===== src/rtl/sbuf_pkg.sv =====
package sbuf_pkg;

    parameter int ADDR_W = 32;
    parameter int DATA_W = 32;
    parameter int BE_W   = DATA_W / 8;

    typedef struct packed {
        logic [ADDR_W-1:0] addr;
        logic [DATA_W-1:0] data;
        logic [BE_W-1:0]   be;
    } sbuf_entry_t;

    typedef enum logic [1:0] {
        BUS_NONE  = 2'd0,
        BUS_WRITE = 2'd1,
        BUS_READ  = 2'd2
    } bus_kind_e;

    function automatic sbuf_entry_t make_entry(input logic [ADDR_W-1:0] a,
                                               input logic [DATA_W-1:0] d,
                                               input logic [BE_W-1:0]   b);
        sbuf_entry_t e;
        e.addr = a;
        e.data = d;
        e.be   = b;
        return e;
    endfunction

endpackage


===== src/rtl/sbuf_fifo.sv =====
module sbuf_fifo
    import sbuf_pkg::*;
#(
    parameter int DEPTH = 4
) (
    input  logic        clk,
    input  logic        rst,
    input  logic        push,
    input  sbuf_entry_t push_entry,
    input  logic        pop,
    output sbuf_entry_t head,
    output logic        empty,
    output logic        full
);
    localparam int PTR_W = (DEPTH > 1) ? $clog2(DEPTH) : 1;
    localparam int CNT_W = $clog2(DEPTH + 1);
    localparam logic [PTR_W-1:0] LAST = PTR_W'(DEPTH - 1);
    localparam logic [CNT_W-1:0] FULL_CNT = CNT_W'(DEPTH);

    sbuf_entry_t       slot [DEPTH];
    logic [PTR_W-1:0]  wr_ptr, rd_ptr;
    logic [CNT_W-1:0]  count;

    function automatic logic [PTR_W-1:0] bump(input logic [PTR_W-1:0] p);
        return (p == LAST) ? '0 : p + 1'b1;
    endfunction

    for (genvar i = 0; i < DEPTH; i++) begin : g_slot
        always_ff @(posedge clk) begin
            if (push && (wr_ptr == PTR_W'(i)))
                slot[i] <= push_entry;
        end
    end

    always_ff @(posedge clk) begin
        if (rst) begin
            wr_ptr <= '0;
            rd_ptr <= '0;
            count  <= '0;
        end else begin
            if (push) wr_ptr <= bump(wr_ptr);
            if (pop)  rd_ptr <= bump(rd_ptr);
            case ({push, pop})
                2'b10:   count <= count + 1'b1;
                2'b01:   count <= count - 1'b1;
                default: count <= count;
            endcase
        end
    end

    assign head  = slot[rd_ptr];
    assign empty = (count == '0);
    assign full  = (count == FULL_CNT);


    pop_guard_chk: assert property (@(posedge clk) disable iff (rst)
        pop |-> !empty);


    no_overflow_chk: assert property (@(posedge clk) disable iff (rst)
        (push && full) |-> pop);

endmodule


===== src/rtl/sbuf_arb.sv =====
module sbuf_arb
    import sbuf_pkg::*;
(
    input  logic              clk,
    input  logic              rst,
    input  logic              q_empty,
    input  sbuf_entry_t       q_head,
    input  logic              ld_req,
    input  logic [ADDR_W-1:0] ld_addr,
    input  logic [BE_W-1:0]   ld_be,
    input  logic              bus_ack,
    output logic              bus_valid,
    output logic              bus_we,
    output logic [ADDR_W-1:0] bus_addr,
    output logic [DATA_W-1:0] bus_wdata,
    output logic [BE_W-1:0]   bus_be,
    output logic              q_pop,
    output logic              ld_done
);
    bus_kind_e kind;

    always_comb begin
        if (!q_empty)    kind = BUS_WRITE;
        else if (ld_req) kind = BUS_READ;
        else             kind = BUS_NONE;
    end

    always_comb begin
        bus_valid = (kind != BUS_NONE);
        bus_we    = (kind == BUS_WRITE);
        bus_wdata = q_head.data;
        if (kind == BUS_READ) begin
            bus_addr = ld_addr;
            bus_be   = ld_be;
        end else begin
            bus_addr = q_head.addr;
            bus_be   = q_head.be;
        end
    end

    assign q_pop   = (kind == BUS_WRITE) && bus_ack;
    assign ld_done = (kind == BUS_READ) && bus_ack;


    store_hold_chk: assert property (@(posedge clk) disable iff (rst)
        (bus_valid && bus_we && !bus_ack) |=>
            (bus_valid && bus_we && $stable(bus_addr) && $stable(bus_wdata) && $stable(bus_be)));

endmodule


===== src/rtl/sbuf_stall.sv =====
module sbuf_stall (
    input  logic clk,
    input  logic rst,
    input  logic ms_valid,
    input  logic ms_store,
    input  logic q_empty,
    input  logic q_full,
    input  logic q_pop,
    input  logic ld_done,
    output logic ms_stall,
    output logic q_push
);
    logic st_req, ld_req, st_blocked;

    assign st_req     = ms_valid && ms_store;
    assign ld_req     = ms_valid && !ms_store;
    assign st_blocked = q_full && !q_pop;

    assign ms_stall = (st_req && st_blocked) || (ld_req && !ld_done);
    assign q_push   = st_req && !st_blocked;


    load_wait_chk: assert property (@(posedge clk) disable iff (rst)
        (ms_valid && !ms_store && !q_empty) |-> ms_stall);


    full_stall_chk: assert property (@(posedge clk) disable iff (rst)
        (ms_valid && ms_store && q_full && !q_pop) |-> (ms_stall && !q_push));

endmodule


===== src/rtl/sbuf_top.sv =====
module sbuf_top
    import sbuf_pkg::*;
#(
    parameter int DEPTH = 4
) (
    input  logic              clk,
    input  logic              rst,
    input  logic              ms_valid,
    input  logic              ms_store,
    input  logic [ADDR_W-1:0] ms_addr,
    input  logic [DATA_W-1:0] ms_wdata,
    input  logic [BE_W-1:0]   ms_be,
    output logic              ms_stall,
    output logic [DATA_W-1:0] ms_rdata,
    output logic              bus_valid,
    output logic              bus_we,
    output logic [ADDR_W-1:0] bus_addr,
    output logic [DATA_W-1:0] bus_wdata,
    output logic [BE_W-1:0]   bus_be,
    input  logic              bus_ack,
    input  logic [DATA_W-1:0] bus_rdata
);
    sbuf_entry_t head;
    logic        q_empty, q_full, q_push, q_pop, ld_done;

    sbuf_fifo #(.DEPTH(DEPTH)) u_fifo (
        .clk        (clk),
        .rst        (rst),
        .push       (q_push),
        .push_entry (make_entry(ms_addr, ms_wdata, ms_be)),
        .pop        (q_pop),
        .head       (head),
        .empty      (q_empty),
        .full       (q_full)
    );

    sbuf_arb u_arb (
        .clk       (clk),
        .rst       (rst),
        .q_empty   (q_empty),
        .q_head    (head),
        .ld_req    (ms_valid && !ms_store),
        .ld_addr   (ms_addr),
        .ld_be     (ms_be),
        .bus_ack   (bus_ack),
        .bus_valid (bus_valid),
        .bus_we    (bus_we),
        .bus_addr  (bus_addr),
        .bus_wdata (bus_wdata),
        .bus_be    (bus_be),
        .q_pop     (q_pop),
        .ld_done   (ld_done)
    );

    sbuf_stall u_stall (
        .clk      (clk),
        .rst      (rst),
        .ms_valid (ms_valid),
        .ms_store (ms_store),
        .q_empty  (q_empty),
        .q_full   (q_full),
        .q_pop    (q_pop),
        .ld_done  (ld_done),
        .ms_stall (ms_stall),
        .q_push   (q_push)
    );

    assign ms_rdata = bus_rdata;


    read_order_chk: assert property (@(posedge clk) disable iff (rst)
        (bus_valid && !bus_we) |-> (ms_valid && !ms_store));

endmodule


===== config.mk =====
export PLATFORM = sky130hd
export DESIGN_NAME = sbuf_top
export DESIGN_NICKNAME = d
export VERILOG_FILES = /design/src/rtl/sbuf_pkg.sv /design/src/rtl/sbuf_fifo.sv /design/src/rtl/sbuf_arb.sv /design/src/rtl/sbuf_stall.sv /design/src/rtl/sbuf_top.sv
export SDC_FILE = /design/constraint.sdc
export NUM_CORES = 1
export LEC_CHECK = 0
export ABC_CLOCK_PERIOD_IN_PS = 3100
export BUFFER_PORTS_ARGS = -buffer_cell sky130_fd_sc_hd__buf_2
export CAP_MARGIN = 20
export CORE_MARGIN = 2
export CORE_UTILIZATION = 50
export CTS_CLUSTER_DIAMETER = 30
export DETAILED_ROUTE_END_ITERATION = 10
export PLACE_DENSITY = 0.76
export SETUP_SLACK_MARGIN = 0.1
export SLEW_MARGIN = 15
export SYNTH_ARGS = -nofsm -noshare
export SYNTH_HDL_FRONTEND = slang
export SYNTH_HIERARCHICAL = 1
export SYNTH_SLANG_ARGS = --single-unit

===== constraint.sdc =====
create_clock -name clk -period 3.1 [get_ports clk]
set_input_delay 0.155 -clock clk [delete_from_list [all_inputs] [get_ports clk]]
set_output_delay 0.155 -clock clk [all_outputs]
set_load 0.05 [all_outputs]

* Yosys cells after proc, flatten, opt, wreduce, memory -nomap -nowiden
Memories as Yosys holds them, arrays and structs flattened. A register that Yosys moved wholly into a read port is not among the register bits.
Index checks and enable logic that the tools add are counted.
** Word-level totals
- Register bits :: 7
- Bits in writable memories :: 272
- Input port bits :: 105
- Output and inout port bits :: 103
- Logic and storage cells :: 67
- Memories :: 1
** Operators by class
- $add $sub $neg :: 4
- Equal/unequal tests :: 9
- Muxes and demuxes :: 26
- Reductions and logical operators :: 24
** Memories
- u_fifo.slot :: words 4, bits a word 68, read ports 1, clocked after Yosys merged registers in 1, write ports 1, RTL line sbuf_fifo.sv:20 : sbuf_entry_t slot [DEPTH];
** Operators with widths (number)
- 2-to-1 mux 68 bit :: 3
- OR reduction 68 bit :: 3
- 2-to-1 mux 32 bit :: 1
- 2-to-1 mux 2 bit :: 9
- logical AND 1 bit :: 12
- 2-to-1 mux 1 bit :: 11
- equality test 2 bit, second input constant :: 5
- equality test 2 x 1 -> 1 bit, second input constant :: 3
- one-hot mux 3 bit (2 select lines) :: 1
- adder 2 x 1 -> 2 bit, second input constant :: 2
- zero test 1 bit :: 4
- 2-to-1 mux 4 bit :: 1
- nonzero test 2 bit :: 2
- adder 3 x 1 -> 3 bit, second input constant :: 1
- equality test 3 bit, second input constant :: 1
- zero test 3 bit :: 1
- subtractor 3 x 1 -> 3 bit, second input constant :: 1
- zero test 2 bit :: 1
- logical OR 1 bit :: 1

* Logic depth before layout (Yosys ltp)
- Word-level depth :: 17
- Mapped depth :: 11
- Gate-level depth less buffers :: 11

* Cells and area by module
Netlist, hierarchy kept.
** By module, submodules not included
- sbuf_fifo :: instances 1, cells each 404, area an instance 10283.6 µm², sequential area each 8348.0 µm²
- sbuf_arb :: instances 1, cells each 76, area an instance 827.0 µm², sequential area each 0.0 µm²
- sbuf_top :: instances 1, cells each 33, area an instance 254.0 µm², sequential area each 0.0 µm²
- sbuf_stall :: instances 1, cells each 5, area an instance 35.0 µm², sequential area each 0.0 µm²

* Worst setup path after synthesis
No wires, ideal clock.
- Path type :: register -> register
- Start :: register u_fifo.count[0]
- End :: memory u_fifo/slot[0][0] (netlist name), enable pin
- Library setup time :: 0.433 ns
- Arrival time :: 2.743 ns
- Required time :: 2.667 ns
- Setup slack :: -0.076 ns
- Stages on the path, launching flop included :: 6
- Buffers on the path :: 0
- Clock period less this slack :: 3.176 ns
- Cell sequence :: dfxtp_1 > nor3_1 > and2b_1 > inv_1 > a21oi_1 > and2_1
** On the way
- Longest elaborated chain between the ends :: 15
- Elaborated cells between the ends (all ways) :: 30
- Those cells by class :: eq/ne: 2; mux: 15; reduce/logical: 13
** Ends and longest elaborated chain
- start, declared :: RTL line sbuf_fifo.sv:22 : logic [CNT_W-1:0] count;
- start signal, assigned :: RTL line sbuf_fifo.sv:44 : 2'b10: count <= count + 1'b1;
- start signal, assigned :: RTL line sbuf_fifo.sv:45 : 2'b01: count <= count - 1'b1;
- start signal, assigned :: RTL line sbuf_fifo.sv:46 : default: count <= count;
- zero test 3 bit * :: RTL line sbuf_fifo.sv:52 : assign empty = (count == '0);
- via q_empty :: RTL line sbuf_top.sv:24 : logic q_empty, q_full, q_push, q_pop, ld_done;
- 2-to-1 mux 2 bit * :: RTL line sbuf_arb.sv:23 : if (!q_empty) kind = BUS_WRITE;
- equality test 2 x 1 -> 1 bit * :: RTL line sbuf_arb.sv:41 : assign q_pop = (kind == BUS_WRITE) && bus_ack;
- logical AND 1 bit * :: RTL line sbuf_arb.sv:41
- via q_pop :: RTL line sbuf_top.sv:24
- zero test 1 bit * :: RTL line sbuf_stall.sv:17 : assign st_blocked = q_full && !q_pop;
- logical AND 1 bit * :: RTL line sbuf_stall.sv:17
- zero test 1 bit * :: RTL line sbuf_stall.sv:20 : assign q_push = st_req && !st_blocked;
- logical AND 1 bit * :: RTL line sbuf_stall.sv:20
- via q_push :: RTL line sbuf_top.sv:24
- logical AND 1 bit :: RTL line sbuf_fifo.sv:30 : if (push && (wr_ptr == PTR_W'(i)))
- 2-to-1 mux 1 bit :: RTL line sbuf_fifo.sv:30
- 2-to-1 mux 1 bit (implied by the code) :: RTL line sbuf_fifo.sv:31 : slot[i] <= push_entry;
- OR reduction 68 bit (no source line)
- 2-to-1 mux 2 bit (no source line) or 2-to-1 mux 1 bit (tied branches) (3 in a row)
- end, declared :: RTL line sbuf_fifo.sv:20
The timed path passes the listed nets; every way through them passes the cells marked *.

* Worst setup path in the final report
- Start :: register u_fifo.count[1]
- End :: register u_fifo.count[2]
** On the way
- Longest elaborated chain between the ends :: 10
- Elaborated cells between the ends (all ways) :: 15
- Those cells by class :: add/sub: 2; eq/ne: 4; mux: 2; reduce/logical: 7
** Ends and longest elaborated chain
- zero test 3 bit * :: RTL line sbuf_fifo.sv:52
- via q_empty :: RTL line sbuf_top.sv:24
- 2-to-1 mux 2 bit * :: RTL line sbuf_arb.sv:23
- equality test 2 x 1 -> 1 bit * :: RTL line sbuf_arb.sv:41
- logical AND 1 bit * :: RTL line sbuf_arb.sv:41
- via q_pop :: RTL line sbuf_top.sv:24
- zero test 1 bit * :: RTL line sbuf_stall.sv:17
- logical AND 1 bit * :: RTL line sbuf_stall.sv:17
- zero test 1 bit * :: RTL line sbuf_stall.sv:20
- logical AND 1 bit * :: RTL line sbuf_stall.sv:20
- via q_push :: RTL line sbuf_top.sv:24
- equality test 2 x 1 -> 1 bit or equality test 2 bit (tied branches) :: RTL line sbuf_fifo.sv:43 : case ({push, pop})
- one-hot mux 3 bit (2 select lines) or nonzero test 2 bit (tied branches)
Marks and branches as above.
A chain may end at the register's enable or synchronous reset.

==> impl_metrics.yaml <==
run_status:
  run_status: "complete, no violations"
synthesis:
  synth.area.top_cells: "sky130_fd_sc_hd__edfxtp_1, sky130_fd_sc_hd__mux4_2, sky130_fd_sc_hd__buf_4, sky130_fd_sc_hd__mux2_4, sky130_fd_sc_hd__dfxtp_1"
  synth.top_cell.area_share: 0.7165
  synth_area_leader_cell: "sky130_fd_sc_hd__edfxtp_1"
  mappedNetlistNets: 630
  synthesis.instances: 518
  synth.most_common_cell: "sky130_fd_sc_hd__edfxtp_1"
  synth_cell_types: 30
  synth_seq_cells: 281
  synth_sequential_area_ratio: 0.7323
  post_synth_instance_area_sq_um: 11400
  synth_flop_cell: "sky130_fd_sc_hd__edfxtp_1"
  synth_warnings: 6
  commonest_cells_post_synth: "sky130_fd_sc_hd__edfxtp_1, sky130_fd_sc_hd__buf_4, sky130_fd_sc_hd__mux4_2"
  synth_enable_flop_cells: 272
  syn-mean-instance-area_sq_um: 22.01
  async_reset_ff_frac: 0
min_path:
  hold_wc_path_type: "in2reg"
  hold_start: "ms_valid"
clocking:
  cts_root_buffer: "sky130_fd_sc_hd__clkbuf_16"
  total_cts_buffers: 50
  clock_transition_time_at_the_flip_flop_clock_pins_of_the_worst_setup_and_hold_paths_ns: 0.05
  htreeDepth: 2
  cts.sinks: 281
  clk_lat_worst_skew_ns: 0.54
  postCtsResizedCells: 0
  buffer_depth_of_the_longest_clock_path: 3
  cts_tree: "built"
floorplanning:
  floorplan.initialDensity: 0.5066
  floorplan.die.height_um: 155.0
  io_pins: 208
  die_x_um: 155.0
  placeableCoreArea_sq_um: 22500
  die_area_sq_um: 24020
  std_cell_rows: 55
layout:
  final_nets: 827
  multi_input_comb_area_sq_um: 2377
  final_layout_size_suffix_gt1_frac: 0.4663
  footprint_of_the_flip_flops_and_latches_sq_um: 8356
  fill_cells: 1482
  finish.cell_count_without_fillers: 1043
  area_delta_synth_final_pct: 26.64
  final_area_sq_um: 14440
drt:
  via_count: 5581
  drt-total-wl_um: 22250
  first_pass_iters: 4
  drt_iter0_markers: 485
  post-route-drc-count: 0
  route.detailed.vias_per_inst: 5.351
  antenna_left: 0
  routed_wire_length_per_instance_um: 21.33
place:
  total_placed_cells_including_tap_cells: 879
  detailed_place_hpwl_um: 13290
  postPlaceCellArea_sq_um: 12030
  finalWeightedCongestion: 0.7804
  placement.io_buffers: 143
sta:
  timing_worst_slew_pin_value_ns: 0.7611
  rsz0062_at_grt: "no"
  final_number_of_setup_violating_endpoints: 0
  max_clock_freq_mhz: 368.8
  rel_slew_slack: 0.4926
  final.period_utilization: 0.8746
  drv_slew: 0
  setup-tns-final_ns: 0
  min_period_ns: 2.711
  final_hold_viol_count: 0
  hold_ws_ns: 0.1657
  finalClockSkew_ns: 0.01331
setup_path:
  endpoint_kind: "flip-flop"
  regToRegStartpoint: "u_fifo/count[1]"
  cp_max_fo: 7
  crit_start: "u_fifo/count[1]"
  worstSetupPathType: "reg2reg"
  worst-endpoint-arrival_ns: 3.18
  worst_setup_path_start_kind: "flip-flop"
  cp.required_ns: 3.57
power_and_ir_drop:
  power.density_nw_per_um2: 897.2
  design_power_uw: 12950
  peakVddDrop_uv: 513.0
  p_leak_uw: 0.005162
global_routing:
  wire_length_of_the_first_global_routing_pass_um: 34890
  grt_max_degree: 40
  first_global_vias: 6162
  grt.total_usage: 0.1903
  number_of_antenna_violations_at_the_first_check_in_global_routing: 1
  residual_overflow_from_global_routing: 0
run:
  timing.max_cap.violations: 0
## power by group
group | internal (uW) | switching, uW
clock | 3510 | 1870
sequential | 4330 | 142
combinational | 1160 | 1940
total | 9000 | 3950
## per-layer routing
layer | part of all wire | global-route usage
met2 | 0.49 | 0.2969
met1 | 0.41 | 0.2586
met4 | 0.017 | 0.06261
met5 | 0 | 0
met3 | 0.088 | 0.05961
## critical path, stage by stage, from the launching register on
cell and delay (ns):
sky130_fd_sc_hd__dfxtp_1 0.32, sky130_fd_sc_hd__nor3_1 0.19, sky130_fd_sc_hd__buf_4 0.17, sky130_fd_sc_hd__and2b_1 0.24, sky130_fd_sc_hd__inv_1 0.09, sky130_fd_sc_hd__a21oi_1 0.18
sky130_fd_sc_hd__inv_1 0.13, sky130_fd_sc_hd__ha_1 0.20, sky130_fd_sc_hd__inv_1 0.06, sky130_fd_sc_hd__fa_1 0.37, sky130_fd_sc_hd__xor2_1 0.18, sky130_fd_sc_hd__or3_1 0.32
sky130_fd_sc_hd__a21oi_1 0.16
## area by class of cell
class | count | area share
Sequential cell | 281 | 0.5788
Clock inverter | 37 | 0.02990
Clock buffer | 57 | 0.08849
Timing Repair Buffer | 228 | 0.1109
Antenna cell | 1 | 0.0001733
Inverter | 9 | 0.002340
Tap cell | 285 | 0.02470
Multi-Input combinational cell | 145 | 0.1647
## kinds of logic (layout without fill, tap and decap cells)
family	count (synthesis)	after routing	synth area share
AND/OR/NAND/NOR	23	23	0.01273
adder cells (fa/ha/maj)	7	7	0.008341
AO/OA/AOI/OAI	7	7	0.003512
flip-flops	281	281	0.7323
buffers and inverters	92	331	0.06004
XOR/XNOR	2	2	0.001537
multiplexers	106	106	0.1815
other	0	1	0
## layout by cell type, fill, tap and decap left out, drive strengths merged
master / count
clkbuf: 57
nor3b: 3
mux2i: 2
and3: 2
ha: 6
mux4: 68
nor2b: 1
and2b: 1
diode: 1
nor3: 1
clkinv: 23
nand2: 2
nor2: 7
clkinvlp: 1
xor2: 2
mux2: 36
o21ai: 1
a41o: 1
a21oi: 5
dfxtp: 9
edfxtp: 272
and2: 4
nand2b: 1
bufinv: 6
or3: 1
dlygate4sd3: 69
fa: 1
inv: 16
buf: 159
## through the flow
| step | setup slack, ns | utilization |
|---|---|---|
| 6_report | 0.3887 | 0.6415 |
| 5_1_grt | 0.2092 | 0.6415 |
| 4_1_cts | 0.3508 | 0.6414 |
| 3_5_place_dp | 0.4340 | 0.5348 |
| 3_3_place_gp | 0.5485 | 0.5348 |
| 2_1_floorplan | 0.5272 | - |
## worst paths after layout
| path | cells past startpoint | endpoint | slack [ns] |
|---|---|---|---|
| worst max-delay path | 12 | u_fifo/count[2] | 0.39 |
| worst min-delay path | 5 | u_fifo/wr_ptr[1] | 0.17 |
| worst max register to register | 12 | u_fifo/count[2] | 0.39 |
| worst min register to register | 2 | u_fifo/count[2] | 0.53 |
## flip-flops by register name, indices dropped and copies added, names as in the netlist, named ones only
name and flops:
u_fifo/slot 272, u_fifo/count 3, u_fifo/wr_ptr 2, u_fifo/rd_ptr 2
## repair_timing
item	CTS	global route
hold endpoints to repair	281	0
hold buffers	69	0
buffers inserted	0	0
No activity file was read; power rests on OpenSTA's default activity.
